$ cat config.mk
export PLATFORM = sky130hd
export DESIGN_NAME = adc_sar_seq
export DESIGN_NICKNAME = d
export VERILOG_FILES = /design/src/rtl/adc_seq_pkg.sv /design/src/rtl/adc_tick_gen.sv /design/src/rtl/adc_sar_core.sv /design/src/rtl/adc_result_reg.sv /design/src/rtl/adc_sar_seq.sv
export SDC_FILE = /design/constraint.sdc
export NUM_CORES = 1
export LEC_CHECK = 0
export CAP_MARGIN = 20
export CORE_ASPECT_RATIO = 0.9
export CORE_UTILIZATION = 62
export DETAILED_ROUTE_END_ITERATION = 7
export DONT_BUFFER_PORTS = 1
export GPL_TIMING_DRIVEN = 0
export MAX_ROUTING_LAYER = met4
export PLACE_DENSITY = 0.78
export SYNTH_ARGS = -nofsm -noshare
export SYNTH_HDL_FRONTEND = slang
export SYNTH_SLANG_ARGS = --single-unit
$ cat constraint.sdc
create_clock -name clk -period 2.25 [get_ports clk]
set_input_delay 0.3375 -clock clk [delete_from_list [all_inputs] [get_ports clk]]
set_output_delay 0.3375 -clock clk [all_outputs]
set_load 0.005 [all_outputs]
$ cat src/rtl/adc_seq_pkg.sv
package adc_seq_pkg;
    typedef enum logic [2:0] {
        ST_IDLE,
        ST_SAMPLE,
        ST_SETTLE,
        ST_TRIAL_SET,
        ST_TRIAL_DECIDE,
        ST_FINISH
    } seq_state_t;
endpackage

$ cat src/rtl/adc_tick_gen.sv
module adc_tick_gen (
    input  logic clk,
    input  logic rst_n,
    input  logic run,
    input  logic restart,
    input  logic div2,
    output logic tick
);
    logic phase;
    logic div2_q;

    always_ff @(posedge clk or negedge rst_n) begin
        if (!rst_n) begin
            phase  <= 1'b0;
            div2_q <= 1'b0;
        end else if (restart) begin
            phase  <= 1'b0;
            div2_q <= div2;
        end else if (run) begin
            phase  <= ~phase;
        end
    end

    assign tick = run & (div2_q ? phase : 1'b1);


    tick_spacing_chk: assert property (@(posedge clk) disable iff (!rst_n)
        (div2_q && tick) |=> !tick);
endmodule

$ cat src/rtl/adc_sar_core.sv
module adc_sar_core
    import adc_seq_pkg::*;
#(
    parameter int RES          = 8,
    parameter int NCH          = 8,
    parameter int SAMPLE_TICKS = 6,
    parameter int SETTLE_TICKS = 1,
    parameter int FRAME_TICKS  = 27,
    localparam int CHW         = $clog2(NCH),
    localparam int CW          = $clog2(FRAME_TICKS + 1)
) (
    input  logic           clk,
    input  logic           rst_n,
    input  logic           start,
    input  logic [CHW-1:0] chan_sel,
    input  logic           tick,
    input  logic           cmp_in,
    output logic           accept,
    output logic           busy,
    output logic           sample_en,
    output logic [CHW-1:0] mux_sel,
    output logic [RES-1:0] dac_code,
    output logic [RES-1:0] acc,
    output logic           conv_end
);
    localparam int FINISH_TICKS = FRAME_TICKS - SAMPLE_TICKS - SETTLE_TICKS - 2 * RES;
    localparam logic [CW-1:0] SAMP_LAST = CW'(SAMPLE_TICKS - 1);
    localparam logic [CW-1:0] SETL_LAST = CW'(SETTLE_TICKS - 1);
    localparam logic [CW-1:0] FIN_LAST  = CW'(FINISH_TICKS - 1);

    seq_state_t     state, nxt;
    logic [CW-1:0]  cnt;
    logic [RES-1:0] mask;

    assign accept = start && (state == ST_IDLE);

    always_comb begin
        nxt = state;
        unique case (state)
            ST_IDLE:         if (start) nxt = ST_SAMPLE;
            ST_SAMPLE:       if (tick && cnt == SAMP_LAST) nxt = ST_SETTLE;
            ST_SETTLE:       if (tick && cnt == SETL_LAST) nxt = ST_TRIAL_SET;
            ST_TRIAL_SET:    if (tick) nxt = ST_TRIAL_DECIDE;
            ST_TRIAL_DECIDE: if (tick) nxt = mask[0] ? ST_FINISH : ST_TRIAL_SET;
            ST_FINISH:       if (tick && cnt == FIN_LAST) nxt = ST_IDLE;
            default:         nxt = ST_IDLE;
        endcase
    end

    always_ff @(posedge clk or negedge rst_n) begin
        if (!rst_n) begin
            state <= ST_IDLE;
            cnt   <= '0;
        end else begin
            state <= nxt;
            if (nxt != state) cnt <= '0;
            else if (tick)    cnt <= cnt + 1'b1;
        end
    end

    always_ff @(posedge clk or negedge rst_n) begin
        if (!rst_n) begin
            acc     <= '0;
            mask    <= '0;
            mux_sel <= '0;
        end else if (accept) begin
            acc     <= '0;
            mask    <= {1'b1, {(RES-1){1'b0}}};
            mux_sel <= chan_sel;
        end else if (state == ST_TRIAL_DECIDE && tick) begin
            if (cmp_in) acc <= acc | mask;
            mask <= mask >> 1;
        end
    end

    always_comb begin
        busy      = (state != ST_IDLE);
        sample_en = (state == ST_SAMPLE);
        conv_end  = (state == ST_FINISH) && tick && (cnt == FIN_LAST);
        unique case (state)
            ST_TRIAL_SET, ST_TRIAL_DECIDE: dac_code = acc | mask;
            ST_FINISH:                     dac_code = acc;
            default:                       dac_code = '0;
        endcase
    end


    mask_onehot_chk: assert property (@(posedge clk) disable iff (!rst_n)
        $onehot0(mask));

    mux_hold_chk: assert property (@(posedge clk) disable iff (!rst_n)
        (busy && $past(busy)) |-> $stable(mux_sel));
endmodule

$ cat src/rtl/adc_result_reg.sv
module adc_result_reg #(
    parameter int RES = 8
) (
    input  logic           clk,
    input  logic           rst_n,
    input  logic           conv_end,
    input  logic [RES-1:0] acc,
    input  logic           done_clr,
    output logic [RES-1:0] result,
    output logic           done,
    output logic           irq
);
    always_ff @(posedge clk or negedge rst_n) begin
        if (!rst_n) begin
            result <= '0;
            done   <= 1'b0;
            irq    <= 1'b0;
        end else begin
            irq <= conv_end;
            if (conv_end) begin
                result <= acc;
                done   <= 1'b1;
            end else if (done_clr) begin
                done   <= 1'b0;
            end
        end
    end


    irq_pulse_chk: assert property (@(posedge clk) disable iff (!rst_n)
        irq |=> !irq);

    result_on_irq_chk: assert property (@(posedge clk) disable iff (!rst_n)
        !$stable(result) |-> irq);
endmodule

$ cat src/rtl/adc_sar_seq.sv
module adc_sar_seq #(
    parameter int RES          = 8,
    parameter int NCH          = 8,
    parameter int SAMPLE_TICKS = 6,
    parameter int SETTLE_TICKS = 1,
    parameter int FRAME_TICKS  = 27,
    localparam int CHW         = $clog2(NCH),
    localparam int CW          = $clog2(FRAME_TICKS + 1)
) (
    input  logic           clk,
    input  logic           rst_n,
    input  logic           start,
    input  logic [CHW-1:0] chan_sel,
    input  logic           clk_div2,
    input  logic           done_clr,
    input  logic           cmp_in,
    output logic [CHW-1:0] mux_sel,
    output logic           sample_en,
    output logic [RES-1:0] dac_code,
    output logic [RES-1:0] result,
    output logic           busy,
    output logic           done,
    output logic           irq
);
    logic           tick;
    logic           accept;
    logic           conv_end;
    logic [RES-1:0] acc;

    adc_tick_gen u_tick (
        .clk(clk), .rst_n(rst_n), .run(busy), .restart(accept),
        .div2(clk_div2), .tick(tick)
    );

    adc_sar_core #(
        .RES(RES), .NCH(NCH), .SAMPLE_TICKS(SAMPLE_TICKS),
        .SETTLE_TICKS(SETTLE_TICKS), .FRAME_TICKS(FRAME_TICKS)
    ) u_core (
        .clk(clk), .rst_n(rst_n), .start(start), .chan_sel(chan_sel),
        .tick(tick), .cmp_in(cmp_in), .accept(accept), .busy(busy),
        .sample_en(sample_en), .mux_sel(mux_sel), .dac_code(dac_code),
        .acc(acc), .conv_end(conv_end)
    );

    adc_result_reg #(.RES(RES)) u_res (
        .clk(clk), .rst_n(rst_n), .conv_end(conv_end), .acc(acc),
        .done_clr(done_clr), .result(result), .done(done), .irq(irq)
    );

    logic [CW-1:0] frame_ticks;
    always_ff @(posedge clk or negedge rst_n) begin
        if (!rst_n)           frame_ticks <= '0;
        else if (accept)      frame_ticks <= '0;
        else if (busy & tick) frame_ticks <= frame_ticks + 1'b1;
    end


    frame_len_chk: assert property (@(posedge clk) disable iff (!rst_n)
        $fell(busy) |-> (frame_ticks == CW'(FRAME_TICKS)));

    done_with_irq_chk: assert property (@(posedge clk) disable iff (!rst_n)
        $rose(done) |-> irq);
endmodule

==> run metrics <==
TritonCTS clock tree=yes; Crit. End Element=primary output; gpl congestion=0.8936; RR Endpoint=u_res.result[5]; startpoint types=flip-flop; CP startpoint=u_core.state[1]; clk_skew=0.01841 ns; IO Pins=32; pwr dens=1216 nW/um2; die area=3316 um2; Layout area overhead=8.948%; Syn Std Cell Area=approximately 1900 um2; Top FF cell, synth=dfrtp_1; Iter 0 DRT Violations=138; required time worst endpoint=1.91 ns; adder and majority gate portion of the synthesized area=1.960%; later-pin clock latency in the skew report=0.36 ns; Initial Util=67.50%; clock buffer depth=2; antenna violations before repair=0; CTS Buf Count=5; H-tree Lvls=2; Hold Path Sink=u_core.mux_sel[1]; syn_nets=200; Total Power=2.539 mW; leakage=0.9659 nW; Reg-to-Reg Start=u_core.cnt[0]; largest net degree at the start of global routing=40; flops & latches, synth=39; clock sinks=39; WP data arrival=1.82 ns; final worst setup slack=0.09565 ns; Syn Inst Count=around 190; CTS clk-pin slew, worst paths=0.12 ns; final critical-path share of the clock period=95.75%; most used cell, CP=clkbuf_2; compound-gate portion of the synthesized area=14.63%; measured slew at the worst slew-check pin=approximately 0.55 ns; drt via density=6.395; # rows=18; flop2flop setup slack=0.16 ns; first-pass GRT wire length=around 6700 um; Detailed Routing Iterations Pass 1=4; post-synthesis simple-gate area fraction=around 16%; fraction of layout cells with a size suffix above 1=~15%; PortBufs=0; Yosys warning total=0; remaining global-route overflow=0; die height=54.73 um; RSZ-0062 raised after global routing=false; main combinational cell family by area after synthesis=simple AND/OR/NAND/NOR gates; hold_sp=chan_sel[1]; pre-CTS setup slack=between 0.2 and 0.25 ns; number of synthesized flops with an enable pin=0; crit-path cells=clkbuf_2, nand2b_1, clkbuf_2, a2bb2oi_1, nor2_1; endpoints failing hold=0; number of routed nets with antenna violations=0; Core Area=2838 um2; vias after detailed routing=1522; Die X=60.59 um; Max VDD drop=around 0.83 mV; critical path's slowest cell=dfrtp_1; # diodes=0; Post-Syn Area per Cell=roughly 10 um2; root buf cell=clkbuf_4; outcome=completed; Slew headroom=62.90%; Slew Limit Fails=0; Post-Synth XOR/XNOR Area=1.829%; vias in the first global route=between 1000 and 1500; Synth cell types=39; routed length per placed instance=18.04 um; HPWL after DPL=about 2800 um; WS Path Type=flip-flop to primary output; Maximum Capacitance Violations=0; CP max stage delay=0.42 ns; Final nets=209; reg2reg path depth=5; mux cell area share after synthesis=10.71%; Max Freq=0.4642 GHz; final setup violation count=0; Async SR Flop Fraction=between 90% and 100%; sequential element share of the synthesized area=about half; CP max FO=10; number of cells on the worst hold path=1; Post CTS Setup Buffer Count=0; Hold WC Path Type=input port to flip-flop; total negative slack=0 ns; GRT Overall Usage=a little under a third; Routed WL=4294 um; min cycle time layout=2.154 ns; Remaining DRCs=0
[sequential cells by signal, summed over array words and instances, names as in the netlist]
signal,flops
u_core.cnt,5
u_tick.phase,1
u_core.mux_sel,3
u_core.mask,8
u_core.state,3
u_core.acc,8
u_res.irq,1
u_res.result,8
u_res.done,1
u_tick.div2_q,1
[layout by cell type, fill, tap and decap left out, drive strengths merged, types with 2 or more instances in the layout]
master  instances
mux2           12
o22ai           7
o31a            2
a21o            2
mux2i           7
nand2b          2
xnor2           3
ha              3
nor2           24
nor2b           2
dfrtp          39
inv             5
nor4b           2
nand2           6
buf             5
a21oi          19
clkinv          2
clkbuf         14
nor3           11
o21ai          11
nand3           3
[synth_stat cells (2+ instances only)]
master	number	area [um2]
a21o_1	2	15.01
a21oi_1	19	95.09
buf_2	4	20.02
clkbuf_1	8	30.03
dfrtp_1	39	975.9
ha_1	3	37.54
inv_1	5	18.77
mux2_1	3	33.78
mux2_2	9	101.4
mux2i_1	7	70.07
nand2_1	6	22.52
nand2b_1	2	12.51
nand3_1	3	15.01
nor2_1	24	90.09
nor2b_1	2	12.51
nor3_1	10	50.05
o21ai_0	11	55.05
o22ai_1	7	43.79
o31a_1	2	17.52
xnor2_1	3	26.28
[kinds of logic (layout without fill, tap and decap cells)]
logic type               Yosys count  in the layout
XOR/XNOR                           4              4
multiplexers                      19             19
AND/OR/NAND/NOR                   58             58
buffers and inverters             18             28
AO/OA/AOI/OAI                     47             47
flip-flops                        39             39
adder cells (fa/ha/maj)            3              3
[routing by layer]
metal	share of wire (%)	global-route usage (%)
met1	40	37.08
met2	50	46.70
met3	8.5	10.17
met4	1.6	10.61
met5	0	-
[through the flow]
stage	hold WS [ns]	std cells	instance area (um2)	util, %
4_1_cts	0.1274	238	2086	73.50
2_1_floorplan	0.04191	188	1916	-
6_report	0.1361	238	2087	73.55
3_5_place_dp	0.04277	228	1966	69.27
5_1_grt	0.1019	238	2087	73.55
3_3_place_gp	0.04269	228	1966	69.27
[final cells by class]
cell class	instances	area [um2]
Buffer	12	55.05
Sequential cell	39	975.9
Inverter	6	22.52
Timing Repair Buffer	2	30.03
Tap cell	40	50.05
Clock buffer	6	51.30
Fill cell	228	750.7
Multi-Input combinational cell	131	867.1
Clock inverter	2	35.03
[repair_timing]
item                                    4_1_cts  5_1_grt
hold buffers                                  2        0
resized for setup                             3        2
pin swaps                                     0        0
hold endpoints to repair                     39        0
endpoints found under the setup margin        8        8
[worst max-delay path by stage]
stage | slack, ns | depth (start not counted) | end
2_1_floorplan | 0.50 | 5 | u_res.result[2]
3_5_place_dp | 0.24 | 5 | u_res.result[5]
4_1_cts | 0.09 | 5 | dac_code[7]
6_report | 0.1 | 5 | dac_code[0]
3_3_place_gp | 0.26 | 5 | u_tick.div2_q
5_1_grt | 0.01 | 5 | dac_code[0]
[worst max-delay path: cells and delay by family (launching register included)]
| family | cells | cell delay [ns] |
|---|---|---|
| and+or+nand+nor | 2 | 0.41 |
| buffers and inverters | 2 | 0.45 |
| DFF | 1 | 0.42 |
| AOI/OAI and AO/OA | 1 | 0.18 |
[where the power goes]
| group | total [mW] | internal [mW] | switching, mW |
|---|---|---|---|
| logic | 0.983 | 0.378 | 0.605 |
| registers | 1.06 | 0.894 | 0.166 |
| clock network | 0.496 | 0.262 | 0.234 |
| total | 2.54 | 1.53 | 1.00 |
Note: power is estimated with default switching activity, not from simulation.
